File: config.mk
export PLATFORM = sky130hd
export DESIGN_NAME = bin_shrink_array
export DESIGN_NICKNAME = d
export VERILOG_FILES = /design/src/rtl/bin_shrink_pkg.sv /design/src/rtl/shrink_cell.sv /design/src/rtl/shrink_ctrl.sv /design/src/rtl/bin_shrink_array.sv
export SDC_FILE = /design/constraint.sdc
export NUM_CORES = 1
export LEC_CHECK = 0
export BUFFER_PORTS_ARGS = -buffer_cell sky130_fd_sc_hd__buf_4
export CAP_MARGIN = 20
export CORE_UTILIZATION = 30
export DETAILED_ROUTE_END_ITERATION = 16
export GPL_TIMING_DRIVEN = 0
export HOLD_SLACK_MARGIN = 0.02
export PLACE_DENSITY = 0.54
export SYNTH_ARGS = -nofsm -noshare
export SYNTH_HDL_FRONTEND = slang
export SYNTH_SLANG_ARGS = --single-unit
File: constraint.sdc
create_clock -name clk -period 8.5 [get_ports clk]
set_input_delay 0.85 -clock clk [delete_from_list [all_inputs] [get_ports clk]]
set_output_delay 0.85 -clock clk [all_outputs]
set_load 0.03 [all_outputs]
File: src/rtl/bin_shrink_pkg.sv
package bin_shrink_pkg;

   typedef enum logic [2:0] {
      ST_IDLE,
      ST_LOAD,
      ST_SHRINK,
      ST_UNLOAD,
      ST_FIN
   } shrink_state_t;

endpackage

File: src/rtl/shrink_cell.sv
module shrink_cell (
   input  logic clk,
   input  logic rst,
   input  logic clr,
   input  logic load_en,
   input  logic load_in,
   input  logic step_en,
   input  logic nb_left,
   input  logic nb_up,
   input  logic nb_upleft,
   input  logic nb_right,
   input  logic nb_down,
   input  logic mark_shift,
   input  logic mark_in,
   output logic pix,
   output logic mark,
   output logic iso_fresh
);

   logic keep;
   logic alone;

   // survives only with support from the upper-left quadrant
   assign keep  = pix & (nb_left | nb_up | nb_upleft);
   assign alone = pix & ~(nb_left | nb_up | nb_right | nb_down);
   assign iso_fresh = alone & ~mark;

   always_ff @(posedge clk) begin
      if (rst || clr)
         pix <= 1'b0;
      else if (load_en)
         pix <= load_in;
      else if (step_en)
         pix <= keep;
   end

   always_ff @(posedge clk) begin
      if (rst || clr)
         mark <= 1'b0;
      else if (mark_shift)
         mark <= mark_in;
      else if (step_en && alone)
         mark <= 1'b1;
   end

   // a step never turns an empty cell on
   p_no_grow_r3: assert property (@(posedge clk) disable iff (rst)
      (step_en && !pix) |=> !pix);

   // a set marker survives until shifted or cleared
   p_mark_sticky_r4: assert property (@(posedge clk) disable iff (rst)
      (mark && !mark_shift && !clr) |=> mark);

endmodule

File: src/rtl/shrink_ctrl.sv
module shrink_ctrl
   import bin_shrink_pkg::*;
#(
   parameter int NPIX      = 64,
   parameter int MAX_STEPS = 16
) (
   input  logic clk,
   input  logic rst,
   input  logic start,
   input  logic in_valid,
   input  logic img_empty,
   output logic clr,
   output logic load_en,
   output logic step_en,
   output logic mark_shift,
   output logic done,
   output logic out_valid
);

   localparam int PW = $clog2(NPIX + 1);
   localparam int SW = $clog2(MAX_STEPS + 1);

   shrink_state_t state_q, state_d;
   logic [PW-1:0] pos_q, pos_d;
   logic [SW-1:0] steps_q, steps_d;

   always_comb begin
      state_d    = state_q;
      pos_d      = pos_q;
      steps_d    = steps_q;
      clr        = 1'b0;
      load_en    = 1'b0;
      step_en    = 1'b0;
      mark_shift = 1'b0;
      case (state_q)
         ST_IDLE, ST_FIN: begin
            if (start) begin
               clr     = 1'b1;
               pos_d   = '0;
               steps_d = '0;
               state_d = ST_LOAD;
            end
         end
         ST_LOAD: begin
            if (in_valid) begin
               load_en = 1'b1;
               pos_d   = pos_q + 1'b1;
               if (pos_q == PW'(NPIX - 1)) begin
                  pos_d   = '0;
                  state_d = ST_SHRINK;
               end
            end
         end
         ST_SHRINK: begin
            if (img_empty || steps_q == SW'(MAX_STEPS)) begin
               pos_d   = '0;
               state_d = ST_UNLOAD;
            end else begin
               step_en = 1'b1;
               steps_d = steps_q + 1'b1;
            end
         end
         ST_UNLOAD: begin
            mark_shift = 1'b1;
            pos_d      = pos_q + 1'b1;
            if (pos_q == PW'(NPIX - 1))
               state_d = ST_FIN;
         end
         default: state_d = ST_IDLE;
      endcase
   end

   always_ff @(posedge clk) begin
      if (rst) begin
         state_q <= ST_IDLE;
         pos_q   <= '0;
         steps_q <= '0;
      end else begin
         state_q <= state_d;
         pos_q   <= pos_d;
         steps_q <= steps_d;
      end
   end

   assign done      = (state_q == ST_UNLOAD) || (state_q == ST_FIN);
   assign out_valid = (state_q == ST_UNLOAD);

   // markers only leave after shrinking has ended
   p_valid_needs_done_r6: assert property (@(posedge clk) disable iff (rst)
      out_valid |-> done);

   // no step is spent on an empty image
   p_no_step_empty_r5: assert property (@(posedge clk) disable iff (rst)
      step_en |-> !img_empty);

   // the step counter never passes its limit
   p_step_limit_r5: assert property (@(posedge clk) disable iff (rst)
      steps_q <= SW'(MAX_STEPS));

   // load, step and unload never overlap
   p_one_action_r9: assert property (@(posedge clk) disable iff (rst)
      $onehot0({load_en, step_en, mark_shift}));

   // done holds until a new start
   p_done_holds_r8: assert property (@(posedge clk) disable iff (rst)
      (done && !start) |=> done);

endmodule

File: src/rtl/bin_shrink_array.sv
module bin_shrink_array #(
   parameter int ROWS      = 8,
   parameter int COLS      = 8,
   parameter int MAX_STEPS = ROWS + COLS
) (
   input  logic                               clk,
   input  logic                               rst,
   input  logic                               start,
   input  logic                               ser_in,
   input  logic                               ser_in_valid,
   output logic                               ser_out,
   output logic                               ser_out_valid,
   output logic                               done,
   output logic [$clog2(ROWS*COLS+1)-1:0]     object_count
);

   localparam int NPIX = ROWS * COLS;
   localparam int CW   = $clog2(NPIX + 1);

   if (ROWS < 2 || COLS < 2) begin : g_bad_dims
      $error("bin_shrink_array: ROWS and COLS must each be at least 2");
   end
   if (MAX_STEPS < 1) begin : g_bad_steps
      $error("bin_shrink_array: MAX_STEPS must be at least 1");
   end

   logic            clr, load_en, step_en, mark_shift;
   logic [NPIX-1:0] img, mark, iso_fresh;
   logic [NPIX-1:0] nb_l, nb_u, nb_ul, nb_r, nb_d;
   logic [NPIX-1:0] load_src, mark_src;
   logic [CW-1:0]   fresh_sum, count_q;

   shrink_ctrl #(
      .NPIX      (NPIX),
      .MAX_STEPS (MAX_STEPS)
   ) u_ctrl (
      .clk        (clk),
      .rst        (rst),
      .start      (start),
      .in_valid   (ser_in_valid),
      .img_empty  (~|img),
      .clr        (clr),
      .load_en    (load_en),
      .step_en    (step_en),
      .mark_shift (mark_shift),
      .done       (done),
      .out_valid  (ser_out_valid)
   );

   // raster shift: new bit enters at the far end, first bit lands in cell 0
   assign load_src = {ser_in, img[NPIX-1:1]};
   assign mark_src = {1'b0, mark[NPIX-1:1]};

   for (genvar r = 0; r < ROWS; r++) begin : g_row
      for (genvar c = 0; c < COLS; c++) begin : g_col
         localparam int IDX = r * COLS + c;

         if (c > 0) begin : g_l
            assign nb_l[IDX] = img[IDX-1];
         end else begin : g_nl
            assign nb_l[IDX] = 1'b0;
         end
         if (r > 0) begin : g_u
            assign nb_u[IDX] = img[IDX-COLS];
         end else begin : g_nu
            assign nb_u[IDX] = 1'b0;
         end
         if (r > 0 && c > 0) begin : g_ul
            assign nb_ul[IDX] = img[IDX-COLS-1];
         end else begin : g_nul
            assign nb_ul[IDX] = 1'b0;
         end
         if (c < COLS - 1) begin : g_r
            assign nb_r[IDX] = img[IDX+1];
         end else begin : g_nr
            assign nb_r[IDX] = 1'b0;
         end
         if (r < ROWS - 1) begin : g_d
            assign nb_d[IDX] = img[IDX+COLS];
         end else begin : g_nd
            assign nb_d[IDX] = 1'b0;
         end

         shrink_cell u_cell (
            .clk        (clk),
            .rst        (rst),
            .clr        (clr),
            .load_en    (load_en),
            .load_in    (load_src[IDX]),
            .step_en    (step_en),
            .nb_left    (nb_l[IDX]),
            .nb_up      (nb_u[IDX]),
            .nb_upleft  (nb_ul[IDX]),
            .nb_right   (nb_r[IDX]),
            .nb_down    (nb_d[IDX]),
            .mark_shift (mark_shift),
            .mark_in    (mark_src[IDX]),
            .pix        (img[IDX]),
            .mark       (mark[IDX]),
            .iso_fresh  (iso_fresh[IDX])
         );
      end
   end

   always_comb begin
      fresh_sum = '0;
      for (int i = 0; i < NPIX; i++)
         fresh_sum = fresh_sum + CW'(iso_fresh[i]);
   end

   always_ff @(posedge clk) begin
      if (rst || clr)
         count_q <= '0;
      else if (step_en)
         count_q <= count_q + fresh_sum;
   end

   assign object_count = count_q;
   assign ser_out      = ser_out_valid & mark[0];

   // never more markers than pixels
   p_count_bound_r7: assert property (@(posedge clk) disable iff (rst)
      count_q <= CW'(NPIX));

   // the reported count is frozen while done
   p_count_frozen_r7: assert property (@(posedge clk) disable iff (rst)
      (done && !start) |=> $stable(object_count));

endmodule

==> qor.yml, run 1 <==
dieWidth_um: 177.8
layout_common_cells: "a21oi_1, dfxtp_1, inv_1"
via_per_inst: 5.836
synth_edf_count: 0
start_kind: "flip-flop"
antenna_left: 0
finalSetupTns_ps: 0
finalSetupViolCount: 0
antenna_found_initial: 0
hold_class: "flip-flop to flip-flop"
netlist_instances: 1109
final_common_cell: "a21oi_1"
highest_layer: "met4"
worstHoldStart: "u_ctrl.steps_q[4]"
clkSlewWorstSetupHoldPaths_ps: 70
num_rows: 63
yosysWarningCount: 0
syn-cell-area_um2: 9269
synth_seq_cells: 150
yosys.cell_types.count: 57
post_cts_buffers: 0
grt_pass1_wl_um: 54040
synth_nets: 1194
critPathArrivalTime_ps: 8400
hold_viol: 0
rsz0062_at_grt: "false"
grt_pass1_vias: 8400
drtPass1Iterations: 6
die_h_um: 177.8
clk_latency_ps: 450
clock-sinks: 150
io_buffers: 13
wl_met3_um: 3676
drt_iter0_drc: 949
core-area_um2: 30030
worst_clock_skew_ps: 8.713
n_fill_cell: 3136
min_period_ps: 8024
root_buffer: "clkbuf_16"
worst-setup-path-type: "flip-flop to flip-flop"
clock.fmax_mhz: 124.6
start_util_pct: 30.86
end_kind: "flip-flop"
cts_made_buffers: 17
cts_htree_levels: 4
crit_chain: "clkbuf_1, nor4b_1, nand2b_1, fa_1, fa_1, fa_1, inv_1, fa_1, inv_1, fa_1, fa_1, fa_1, inv_1, fa_1, inv_1, fa_1, inv_1, fa_1, a211oi_1, o21ai_0, a21oi_1, xnor2_1, or3_1, a21oi_1"
drc: 0
cts_hold_buf: 0
final.period_utilization_pct: 94.41
reg2reg_from: "g_row[4].g_col[0].u_cell.pix"
ir_drop_v: 0.0001185
status: "finished clean"
grt_usage_pct: 23.44
grt_start_max_net_pins: 17
wire_per_inst_um: 23.27
die-area_um2: 31600
crit_path_frequent_cell: "fa_1"
async_reset_ff_share_pct: 0
critical_path_peak_fanout: 9
hpwlAfterDp_um: 26670
wl_met2_um: 16040
post_synth.cell_area_avg_um2: 8.358
worstSetupStartpoint: "g_row[4].g_col[0].u_cell.pix"
yosysSeqAreaShare_pct: 32.40
cap_violations: 0
critical_path.slowest_cell: "nor4b_1"
worstMarginPinSlew_ps: 1104
ioPinCount: 15
required_ps: 8880
crit_family: "adder cells"
nets: 1227
max_stage_delay_ps: 670
post-route-util_pct: 34.86
p_leak_uw: 0.003901
relSlewSlack_pct: 26.37
cts_resized: 0
drv_slew: 0
timing.critical_path.buf_inv: 6
globalplace.congestion: 0.9066
grt.overflow.total: 0
wl_met1_um: 14900
synth_flop_cell: "dfxtp_1"
vias: 9016
drive_gt1_share_pct: 6.586
p_per_area_nw_per_um2: 181.5
syn2layout_area_growth_pct: 12.96
cts.path.max_buffers: 2
totalWireLength_um: 35960
cts_tree: "done"
==> worst reg2reg max path: stages (launching register included) <==
cell and delay (ps):
dfxtp_1 310, clkbuf_1 440, nor4b_1 680, nand2b_1 150
fa_1 530, fa_1 450, fa_1 550, inv_1 70
fa_1 510, inv_1 50, fa_1 470, fa_1 540
fa_1 560, inv_1 60, fa_1 460, inv_1 90
fa_1 210, inv_1 60, fa_1 430, a211oi_1 280
o21ai_0 140, a21oi_1 190, xnor2_1 220, or3_1 360
a21oi_1 140
==> sequential cells by signal (all words and copies together), names as in the netlist <==
register                 flops
g_row.g_col.u_cell.mark     64
g_row.g_col.u_cell.pix      64
u_ctrl.pos_q                 7
u_ctrl.state_q               3
u_ctrl.steps_q               5
object_count                 7
==> cells in the mapped netlist, types with 15 or more instances <==
cell type	number	area share, %
a21oi_1	152	8.2
a31oi_1	15	1.0
a41oi_1	34	3.2
clkbuf_1	84	3.4
dfxtp_1	150	32
fa_1	56	12
ha_1	24	3.2
inv_1	99	4.0
nand2_1	75	3.0
nand2b_1	17	1.1
nand3_1	22	1.2
nand4b_1	18	1.7
nor2_1	63	2.6
nor3_1	15	0.81
o211ai_1	30	2.4
o21ai_0	75	4.0
o311ai_0	21	2.0
==> kinds of logic after synthesis <==
| group | Yosys count | synth area share [%] |
|---|---|---|
| compound gates | 369 | 24.81 |
| simple gates | 300 | 17.99 |
| buf+inv | 203 | 8.761 |
| flops | 150 | 32.40 |
| fa+ha+maj | 80 | 15.33 |
| xor+xnor | 4 | 0.3780 |
| mux | 3 | 0.3240 |
==> power breakdown <==
group          internal [uW]  switching, uW  leakage [uW]
logic                   75.2            271       0.00241
clock network            476            334      0.000284
registers                726           17.2       0.00121
==> path summary, 6_finish.rpt <==
path / to / slack, ps / depth (start not counted)
worst max-delay path: object_count[6] / 480 / 24
worst min-delay path: u_ctrl.steps_q[4] / 480 / 2
worst max register to register: object_count[6] / 480 / 24
worst min register to register: u_ctrl.steps_q[4] / 480 / 2
==> layer usage <==
layer | track usage [%] | vias to the layer above
met2 | 35.68 | 518
li1 | - | 4042
met5 | 0 | -
met4 | 10.22 | 0
met3 | 5.741 | 80
met1 | 31.32 | 4376
==> metrics by stage <==
stage          std cells  worst slack, ps  hold slack, ps  total power (uW)  cell area (um^2)
3_3_place_gp        1512            571.4           459.1              1093              9854
4_1_cts             1544            494.8           486.4              1883             10470
2_1_floorplan       1109             1577           446.5             955.9              9269
6_report            1545            475.6           482.5              1900             10470
5_1_grt             1544            204.4           501.1              1952             10470
3_5_place_dp        1513            530.5           476.1              1091              9859
==> layout make-up <==
class / count / area, um^2 / area share [%]
clock inverters: 11 / 151.4 / 1.446
flip-flops and latches: 150 / 3003 / 28.68
clock buffers: 20 / 456.7 / 4.362
well taps: 390 / 488.0 / 4.661
inverters: 99 / 371.6 / 3.549
plain buffers: 104 / 440.4 / 4.207
repair buffers: 14 / 102.6 / 0.9799
diodes: 1 / 2.502 / 0.02390
multi-input cells: 756 / 5454 / 52.09
No activity file was read; power rests on OpenSTA's default activity.
==> inputs of run 2 (changes only) <==
--- a/config.mk
+++ b/config.mk
@@ -14,4 +14,5 @@
 export PLACE_DENSITY = 0.54
 export SYNTH_ARGS = -nofsm -noshare
 export SYNTH_HDL_FRONTEND = slang
+export SYNTH_HIERARCHICAL = 1
 export SYNTH_SLANG_ARGS = --single-unit
==> run 2 against run 1 <==
Against the previous run: combinational power shrank 77%; via count increased by 5.4%; sequential share of layout area down 5.8 points.
==> qor.yml, run 2 <==
hpwlAfterDp_um: 20670  # -23%
netlist_instances: 1256  # +13%
p_per_area_nw_per_um2: 123.7  # -32%
reg2reg_setup_slack_ps: 1210  # +740 ps
clock-sinks: 150  # unchanged
grt_pass1_vias: 9298  # +11%
yosysTopAreaCell: "dfxtp_1"
end_kind: "flip-flop"
yosysMostFrequentCell: "inv_1"
hold_class: "flip-flop to flip-flop"
ir_drop_v: 0.0001174  # -0.96%
syn2layout_area_growth_pct: 15.70
start_util_pct: 30.71  # -0.15 points
root_buffer: "clkbuf_16"
cts_resized: 0  # unchanged
grt_use_met2_pct: 26.61  # -9.1 points
antenna_left: 0  # unchanged
drtPass1Iterations: 5  # -1
final_common_cell: "inv_1"
yosys.cell_types.count: 60  # +5.3%
layoutNonFillerInstCount: 1875  # +21%
synthTopCellsByArea: "dfxtp_1, inv_1, fa_1"
cts_hold_buf: 0  # unchanged
critical_path_peak_fanout: 11  # +2
finalSetupTns_ps: 0  # unchanged
required_ps: 8870  # about the same
use_met3_pct: 2.046  # -3.7 points
p_leak_uw: 0.004161  # +6.7%
antenna_found_initial: 0  # unchanged
grt.overflow.total: 0  # unchanged
post-route-util_pct: 35.53  # +0.67 points
die_h_um: 196.3  # +10%
n_fill_cell: 3822  # +22%
wire_per_inst_um: 16.45  # -29%
dieWidth_um: 196.3  # +10%
cts_tree: "done"
cts_made_buffers: 17  # unchanged
relSlewSlack_pct: 42.55  # +16 points
grt_start_max_net_pins: 81  # +64
globalplace.congestion: 0.7713  # -15%
finalSetupViolCount: 0  # unchanged
status: "finished clean"
vias: 9506  # +5.4%
top_regs: "g_row.g_col.u_cell/mark x64, g_row.g_col.u_cell/pix x64"
cap_violations: 0  # unchanged
synth_edf_count: 0  # unchanged
worst_hold_slack_ps: 475.3  # -7.195 ps
post_synth.cell_area_avg_um2: 9.015  # +7.9%
cts.path.max_buffers: 2  # unchanged
die-area_um2: 38530  # +22%
worstMarginPinSlew_ps: 853.9  # -250.6 ps
drc: 0  # unchanged
clkSlewWorstSetupHoldPaths_ps: 60  # about the same
post_cts_buffers: 0  # unchanged
start_kind: "flip-flop"
design_power_total_uw: 1621  # -15%
io_buffers: 14  # +1
worst-setup-path-type: "flip-flop to flip-flop"
grtUsageMet1_pct: 23.55  # -7.8 points
yosysWarningCount: 6  # +6
core-area_um2: 36870  # +23%
n_antenna_cell: 0  # -1
synth_seq_cells: 150  # unchanged
final.period_utilization_pct: 85.75  # -8.7 points
critPathArrivalTime_ps: 7660  # -740 ps
nets: 1443  # +18%
ioPinCount: 15  # unchanged
totalWireLength_um: 30840  # -14%
grt_pass1_wl_um: 51750  # -4.2%
grt_usage_pct: 16.65  # -6.8 points
min_period_ps: 7289  # -735.4 ps
drt_iter0_drc: 580  # -39%
netlist_top_cells_count: "inv_1, dfxtp_1, nand2_1, nor4_1, nor2_1"
via_per_inst: 5.070  # -13%
clock.fmax_mhz: 137.2  # +10%
drive_gt1_share_pct: 19.04  # +12 points
syn-cell-area_um2: 11320  # +22%
place_inst: 1843  # +22%
gr-max-usage-layer: "met2"
num_rows: 70  # +11%
synth_flop_cell: "dfxtp_1"
rsz0062_at_grt: "false"
hold_viol: 0  # unchanged
clk_latency_ps: 440  # about the same
async_reset_ff_share_pct: 0  # unchanged
layout_common_cells: "inv_1, dfxtp_1, nand2_1"
synthDominantCellAreaShare_pct: 26.52  # -5.9 points
drv_slew: 0  # unchanged
yosysSeqAreaShare_pct: 26.52  # -5.9 points
worst_clock_skew_ps: 12.98  # +4.269 ps
cts_htree_levels: 4  # unchanged
run 2: cell count changes in the layout (fill, tap and decap cells not counted), moves of 65 or more:
cell	change
a211oi_2	+65
nor4_1	+67
nor3b_2	+65
o21ai_0	-70
inv_1	+201
clkbuf_1	-82
a21oi_1	-146
run 2: worst max-delay path, stage by stage, from the launching register on:
cell and delay, ps:
dfxtp_1 480, nor2_1 230, nand2_1 70, nor4_1 560, fa_1 540, fa_1 400, fa_1 550, inv_1 60
fa_1 540, inv_1 60, fa_1 520, fa_1 450, fa_1 560, inv_1 60, fa_1 530, inv_1 70
fa_1 490, a211oi_2 230, o21bai_1 120, a2111o_1 410, o21ai_1 100, mux2i_1 190
run 2: worst paths after layout:
| kind | start | end | depth (start not counted) |
|---|---|---|---|
| worst max-delay path | g_row[6].g_col[0].u_cell/pix | object_count[6] | 21 |
| worst max register to register | g_row[6].g_col[0].u_cell/pix | object_count[6] | 21 |
| worst min register to register | object_count[6] | object_count[6] | 2 |
| worst min-delay path | object_count[6] | object_count[6] | 2 |
run 2: stage by stage:
step	worst slack [ps]	cell area [um^2]
2_1_floorplan	1888	11560
3_3_place_gp	1245	12300
3_5_place_dp	1278	12470
4_1_cts	1184	13100
5_1_grt	735.1	13100
6_report	1211	13100
run 2: cell type report:
| class | instances | area (um^2) | share of cell area [%] |
|---|---|---|---|
| Sequential cell | 150 | 3003 | 22.92 |
| Clock inverter | 13 | 195.2 | 1.490 |
| Clock buffer | 19 | 432.9 | 3.304 |
| Timing Repair Buffer | 20 | 270.3 | 2.063 |
| Multi-Input combinational cell | 861 | 7388 | 56.39 |
| Tap cell | 504 | 630.6 | 4.813 |
| Buffer | 6 | 40.04 | 0.3056 |
| Inverter | 302 | 1141 | 8.710 |
run 2: routing by layer:
metal / up-vias / wire length, um
li1: 4689 / -
met1: 4632 / 15080
met2: 165 / 14480
met3: 20 / 892
met4: 0 / 385
met5: - / 0
run 2: cells by family (layout without fill, tap and decap cells):
logic type               after synthesis  count (layout)  synth area share [%]
AND/OR/NAND/NOR                      410             410                 21.56
buffers and inverters                308             360                 10.36
AO/OA/AOI/OAI                        299             299                 28.32
flip-flops                           150             150                 26.52
adder cells (fa/ha/maj)               80              80                 12.55
XOR/XNOR                               5               5                0.3868
multiplexers                           3               3                0.2652
other                                  1              64               0.03312
run 2: report_power, final:
part / internal (uW) / leakage [uW] / switching (uW) / total (uW)
registers: 703 / 0.00121 / 1.30 / 705
clock network: 496 / 0.000295 / 340 / 836
logic: 14.7 / 0.00266 / 65.9 / 80.6
